## config.mk

```make
export PLATFORM = sky130hd
export DESIGN_NAME = cascade_timer_pair
export DESIGN_NICKNAME = d
export VERILOG_FILES = /design/src/rtl/tmr_pkg.sv /design/src/rtl/tmr_base_tick.sv /design/src/rtl/tmr_prescaler.sv /design/src/rtl/tmr_counter.sv /design/src/rtl/cascade_timer_pair.sv
export SDC_FILE = /design/constraint.sdc
export NUM_CORES = 1
export LEC_CHECK = 0
export BUFFER_PORTS_ARGS = -buffer_cell sky130_fd_sc_hd__buf_2
export CAP_MARGIN = 20
export CORE_MARGIN = 2
export CORE_UTILIZATION = 60
export CTS_BUF_LIST = sky130_fd_sc_hd__clkbuf_4 sky130_fd_sc_hd__clkbuf_8
export DETAILED_ROUTE_END_ITERATION = 8
export MAX_ROUTING_LAYER = met4
export PLACE_DENSITY = 0.84
export RECOVER_POWER = 50
export SLEW_MARGIN = 10
export SYNTH_ARGS = -nofsm -noshare
export SYNTH_HDL_FRONTEND = slang
export SYNTH_HIERARCHICAL = 1
export SYNTH_SLANG_ARGS = --single-unit
```

## constraint.sdc

```tcl
create_clock -name clk -period 4.6 [get_ports clk]
set_input_delay 1.38 -clock clk [delete_from_list [all_inputs] [get_ports clk]]
set_output_delay 1.38 -clock clk [all_outputs]
set_load 0.005 [all_outputs]
```

## src/rtl/tmr_pkg.sv

```systemverilog
package tmr_pkg;

   // Write-port targets; the encoding is visible to software.
   typedef enum logic [1:0] {
      REG_PS0  = 2'd0,
      REG_PS1  = 2'd1,
      REG_CTRL = 2'd2
   } tmr_reg_e;

   localparam int unsigned CTRL_CHAIN_BIT = 0;
   localparam int unsigned MAX_PS_W       = 16;
   localparam int unsigned MAX_CNT_W      = 32;
   localparam int unsigned NUM_CH         = 2;

endpackage

```

## src/rtl/tmr_base_tick.sv

```systemverilog
module tmr_base_tick #(
   parameter int unsigned DIV = 3
) (
   input  logic clk,
   input  logic rst,
   output logic tick_o
);

   if (DIV < 1) begin : g_bad_div
      $error("tmr_base_tick: DIV must be at least 1");
   end

   if (DIV == 1) begin : g_pass
      assign tick_o = 1'b1;
   end else begin : g_div
      localparam int unsigned PH_W = $clog2(DIV);
      localparam logic [PH_W-1:0] LAST = PH_W'(DIV - 1);

      logic [PH_W-1:0] phase_q;

      always_ff @(posedge clk) begin
         if (rst) begin
            phase_q <= '0;
         end else if (phase_q == LAST) begin
            phase_q <= '0;
         end else begin
            phase_q <= phase_q + 1'b1;
         end
      end

      assign tick_o = (phase_q == LAST);


      tick_spacing_chk: assert property (@(posedge clk) disable iff (rst)
         tick_o |=> !tick_o);
   end

endmodule

```

## src/rtl/tmr_prescaler.sv

```systemverilog
module tmr_prescaler #(
   parameter int unsigned PS_W = 8
) (
   input  logic            clk,
   input  logic            rst,
   input  logic            wr_en,
   input  logic [PS_W-1:0] wr_val,
   input  logic            in_pulse,
   output logic            out_pulse
);

   logic [PS_W-1:0] cnt_q;
   logic [PS_W-1:0] reload_q;
   logic [PS_W-1:0] pend_q;
   logic            wrap;

   assign wrap      = (cnt_q == reload_q);
   assign out_pulse = in_pulse & wrap;

   always_ff @(posedge clk) begin
      if (rst) begin
         cnt_q    <= '0;
         reload_q <= '0;
         pend_q   <= '0;
      end else begin
         if (wr_en) begin
            pend_q <= wr_val;
         end
         if (in_pulse) begin
            if (wrap) begin
               cnt_q    <= '0;
               reload_q <= pend_q;
            end else begin
               cnt_q <= cnt_q + 1'b1;
            end
         end
      end
   end


   out_needs_in_chk: assert property (@(posedge clk) disable iff (rst)
      out_pulse |-> in_pulse);


   restart_after_out_chk: assert property (@(posedge clk) disable iff (rst)
      out_pulse |=> (cnt_q == '0));


   reload_only_at_wrap_chk: assert property (@(posedge clk) disable iff (rst)
      !out_pulse |=> $stable(reload_q));

endmodule

```

## src/rtl/tmr_counter.sv

```systemverilog
module tmr_counter #(
   parameter int unsigned CNT_W = 16
) (
   input  logic             clk,
   input  logic             rst,
   input  logic             en,
   input  logic             inc,
   output logic [CNT_W-1:0] cnt_o,
   output logic             tc_o
);

   logic [CNT_W-1:0] cnt_q;
   logic             tc_q;

   always_ff @(posedge clk) begin
      if (rst) begin
         cnt_q <= '0;
         tc_q  <= 1'b0;
      end else begin
         tc_q <= 1'b0;
         if (en && inc) begin
            cnt_q <= cnt_q + 1'b1;
            tc_q  <= &cnt_q;
         end
      end
   end

   assign cnt_o = cnt_q;
   assign tc_o  = tc_q;


   tc_at_zero_chk: assert property (@(posedge clk) disable iff (rst)
      tc_q |-> (cnt_q == '0));


   tc_single_chk: assert property (@(posedge clk) disable iff (rst)
      tc_q |=> !tc_q);


   hold_when_off_chk: assert property (@(posedge clk) disable iff (rst)
      !en |=> $stable(cnt_q));

endmodule

```

## src/rtl/cascade_timer_pair.sv

```systemverilog
module cascade_timer_pair
   import tmr_pkg::*;
#(
   parameter int unsigned PS_W     = 8,
   parameter int unsigned CNT_W    = 16,
   parameter int unsigned BASE_DIV = 3
) (
   input  logic             clk,
   input  logic             rst,
   input  logic             wr_en,
   input  logic [1:0]       wr_addr,
   input  logic [PS_W-1:0]  wr_data,
   input  logic [1:0]       cnt_en,
   output logic [CNT_W-1:0] count0_o,
   output logic [CNT_W-1:0] count1_o,
   output logic             tc0_o,
   output logic             tc1_o
);

   if (PS_W < 1 || PS_W > MAX_PS_W) begin : g_bad_ps
      $error("cascade_timer_pair: PS_W out of range");
   end
   if (CNT_W < 2 || CNT_W > MAX_CNT_W) begin : g_bad_cnt
      $error("cascade_timer_pair: CNT_W out of range");
   end

   logic                base_tick;
   logic                chain_q;
   logic [NUM_CH-1:0]   ps_wr;
   logic [NUM_CH-1:0]   ps_in;
   logic [NUM_CH-1:0]   ps_out;
   logic [NUM_CH-1:0]   tc;
   logic [CNT_W-1:0]    cnt [NUM_CH];

   tmr_base_tick #(.DIV(BASE_DIV)) u_base (
      .clk    (clk),
      .rst    (rst),
      .tick_o (base_tick)
   );

   always_comb begin
      ps_wr[0] = wr_en && (wr_addr == REG_PS0);
      ps_wr[1] = wr_en && (wr_addr == REG_PS1);
   end

   always_ff @(posedge clk) begin
      if (rst) begin
         chain_q <= 1'b0;
      end else if (wr_en && (wr_addr == REG_CTRL)) begin
         chain_q <= wr_data[CTRL_CHAIN_BIT];
      end
   end

   for (genvar ch = 0; ch < NUM_CH; ch++) begin : g_ch
      if (ch == 0) begin : g_src_base
         assign ps_in[ch] = base_tick;
      end else begin : g_src_mux
         assign ps_in[ch] = chain_q ? ps_out[ch-1] : base_tick;
      end

      tmr_prescaler #(.PS_W(PS_W)) u_ps (
         .clk       (clk),
         .rst       (rst),
         .wr_en     (ps_wr[ch]),
         .wr_val    (wr_data),
         .in_pulse  (ps_in[ch]),
         .out_pulse (ps_out[ch])
      );

      tmr_counter #(.CNT_W(CNT_W)) u_cnt (
         .clk   (clk),
         .rst   (rst),
         .en    (cnt_en[ch]),
         .inc   (ps_out[ch]),
         .cnt_o (cnt[ch]),
         .tc_o  (tc[ch])
      );
   end

   assign count0_o = cnt[0];
   assign count1_o = cnt[1];
   assign tc0_o    = tc[0];
   assign tc1_o    = tc[1];


   chained_needs_first_chk: assert property (@(posedge clk) disable iff (rst)
      (chain_q && ps_out[1]) |-> ps_out[0]);


   first_from_base_chk: assert property (@(posedge clk) disable iff (rst)
      ps_out[0] |-> base_tick);


   reset_clears_chain_chk: assert property (@(posedge clk)
      rst |=> !chain_q);

endmodule

```

==> impl_metrics.ini <==
[sta]
hold_viol_final = 0
skew_ns = 0.0150
fin_hold_ws_ns = 0.463
rsz0062_at_grt = false
final_max_slew_viol_count = 58
max-slew-margin-rel = -0.312
setup_viol = 0
post-route-period-util = 0.887
tightest_slew_ns = 1.96
fmax_ghz = 0.245
min_period_ns = 4.08
tns_ns = 0

[flow_run]
drv_cap = 1

[global_routing]
antenna_found_initial = 0
grt_max_degree = 58
grt_use_total = 0.248
grt_pass1_vias = 2963
grt_pass1_wl_mm = 13.9
grt-ovfl-total = 0

[power]
p_per_area_mw_per_mm2 = 353
peakVddDrop_mv = 0.225
p_leak_nw = 1.54

[floorplanning]
io_pins = 49
row_count = 29
die_h_microns = 83.9
coreArea_sq_mm = 0.00628
die_w_microns = 83.9
dieArea_sq_mm = 0.00704
initial_core_util = 0.610

[clock_tree]
cts_setup_buffers = 0
clkSlewWorstSetupHoldPaths_ns = 0.09
clock_path_buffers = 2
cts_max_level = 3
post_cts_resized = 0
cts_tree = yes
insertion_delay_ns = 0.37
cts_hold_buf = 0
cts.sinks = 85
root_buffer = clkbuf_8
cts_buffers = 9

[critical_path]
cp-start-kind = primary input
crit_family = buffers and inverters
reg2reg_to = g_ch[1].u_cnt/cnt_o[12]
crit_buf_inv = 2
crit_path_max_fanout = 57
slowest_stage = dlymetal6s2s_1
worst_path_largest_cell_delay_ns = 1.54
cp.arrival_ns = 4.34
setup.worst_path.end = g_ch[1].u_cnt/cnt_o[13]
crit_start = rst
worstPathCellList = clkbuf_1 -> dlymetal6s2s_1 -> nor2b_1 -> mux2_2
path_depth = 4
required_ns = 4.87
rr_startpoint = u_base/g_div.phase_q[0]
reg2reg_depth = 11
critPathCaptureType = flip-flop
reg2reg_slack_ns = 0.53
path_class = primary input to flip-flop

[cells_and_area]
mostFrequentLayoutCells = 85 x dfxtp_1, 50 x nor2_1, 41 x buf_2
post-route-util = 0.689
nets = 473
drive_above_1_share = 0.157
fin_area_sq_mm = 0.00433
area_growth_pct = 12.9
layout_commonest_cell = dfxtp_1
seqCellArea_sq_mm = 0.00170
fill_cells = 503
final_cells = 535
diodes = 0
multiInputGateArea_sq_mm = 0.00203

[logic_synthesis]
synth_area_per_cell_sq_um = 9.34
syn_inst = 410
synth_area_sq_mm = 0.00383
yosysUniqueCellTypes = 36
yosys_warnings = 6
synth_nets = 430
synth_seq_area_share = 0.444
synth_seq_cells = 85

[route]
via_count = 3099
post_drt_wl_per_cell_microns = 14.8
dr.pass1.iters = 4
drtAntennaViolNets = 0
avgViaCountPerCell = 5.79
wl_mm = 7.90
first_iter_violations = 148
remaining_drc_errors = 0

[placement]
hpwl_mm = 5.61
dp.cells = 519
gp_congestion = 0.821
place_area_sq_mm = 0.00412
io_buffers = 48

[run_status]
outcome = complete, but fails checks
violations = capacitance limit, slew limit

[hold_path]
hold_class = flip-flop to flip-flop
[per-stage QoR]
stage / setup slack, ns / total power, mW
after floorplan: 1.36 / 0.908
after global placement: 1.00 / 0.935
after detailed placement: 0.808 / 0.943
after CTS: 0.699 / 1.54
after global routing: 0.178 / 1.58
final: 0.521 / 1.53
[cells by family (layout without fill, tap and decap cells)]
family / Yosys count / after routing / share of synthesized area
flip-flops: 85 / 85 / 0.444
AO/OA/AOI/OAI: 42 / 42 / 0.0653
multiplexers: 22 / 22 / 0.0585
buffers and inverters: 21 / 69 / 0.0238
AND/OR/NAND/NOR: 181 / 181 / 0.268
adder cells (fa/ha/maj): 5 / 5 / 0.0163
XOR/XNOR: 54 / 54 / 0.123
[worst min-delay path by stage]
stage	depth (start not counted)	slack, ns	from	to
after detailed placement	1	0.43	u_base/g_div.phase_q[0]	u_base/g_div.phase_q[0]
after global placement	1	0.41	u_base/g_div.phase_q[0]	u_base/g_div.phase_q[0]
after global routing	1	0.47	u_base/g_div.phase_q[0]	u_base/g_div.phase_q[0]
after CTS	1	0.46	u_base/g_div.phase_q[0]	u_base/g_div.phase_q[0]
final	2	0.46	g_ch[0].u_cnt/cnt_o[15]	g_ch[0].u_cnt/tc_o
after floorplan	1	0.40	u_base/g_div.phase_q[0]	u_base/g_div.phase_q[0]
[worst reg2reg max path, delay by kind of cell, from the launching register on]
family        cells  cell delay (ns)
xor+xnor          1             0.16
mux               1             0.38
simple gates      7             2.56
buf+inv           1             0.07
fa+ha+maj         1             0.39
flops             1             0.33
[power by group]
| group | switching [mW] | leakage [nW] | internal (mW) | total [mW] |
|---|---|---|---|---|
| combinational | 0.110 | 0.750 | 0.0494 | 0.159 |
| clock | 0.275 | 0.107 | 0.324 | 0.599 |
| sequential | 0.0155 | 0.687 | 0.752 | 0.768 |
[state kept, by name, indices dropped and copies added, names as in the netlist]
| name | count |
|---|---|
| g_ch.u_ps/pend_q | 16 |
| g_ch.u_ps/reload_q | 16 |
| u_base/g_div.phase_q | 2 |
| chain_q | 1 |
| g_ch.u_cnt/cnt_o | 32 |
| g_ch.u_ps/cnt_q | 16 |
| g_ch.u_cnt/tc_o | 2 |
[cells in the mapped netlist (all sizes together)]
library cell | n | area, sq um
a21oi | 22 | 110
and2 | 2 | 12.5
and3 | 2 | 12.5
and3b | 1 | 8.76
and4 | 6 | 52.6
buf | 6 | 32.5
clkbuf | 12 | 47.6
dfxtp | 85 | 1700
ha | 5 | 62.6
inv | 3 | 11.3
mux2 | 3 | 33.8
mux2i | 19 | 190
nand2 | 24 | 90.1
nand2b | 1 | 6.26
nand3 | 12 | 70.1
nand3b | 1 | 7.51
nand4 | 34 | 273
nor2 | 50 | 188
nor2b | 2 | 12.5
nor3 | 30 | 183
nor3b | 1 | 7.51
nor4 | 8 | 50.1
o21ai | 4 | 20.0
o31ai | 16 | 120
or2b | 1 | 7.51
or3 | 4 | 25.0
or4 | 2 | 22.5
xnor2 | 38 | 333
xor2 | 16 | 140
[layout make-up]
class | instances | share of cell area
clock buffer | 10 | 0.0318
clock inverter | 6 | 0.0217
inverter | 3 | 0.00260
multi-input combinational | 304 | 0.470
sequential | 85 | 0.393
tap | 77 | 0.0223
timing repair buffer | 50 | 0.0581
[metal layers]
layer | wire (microns) | up-vias | track usage
met4 | 176 | 0 | 0.120
met2 | 4000 | 43 | 0.399
met3 | 189 | 15 | 0.0376
met1 | 3530 | 1482 | 0.307
li1 | - | 1559 | -
met5 | 0 | - | -
Note: power is estimated with default switching activity, not from simulation.
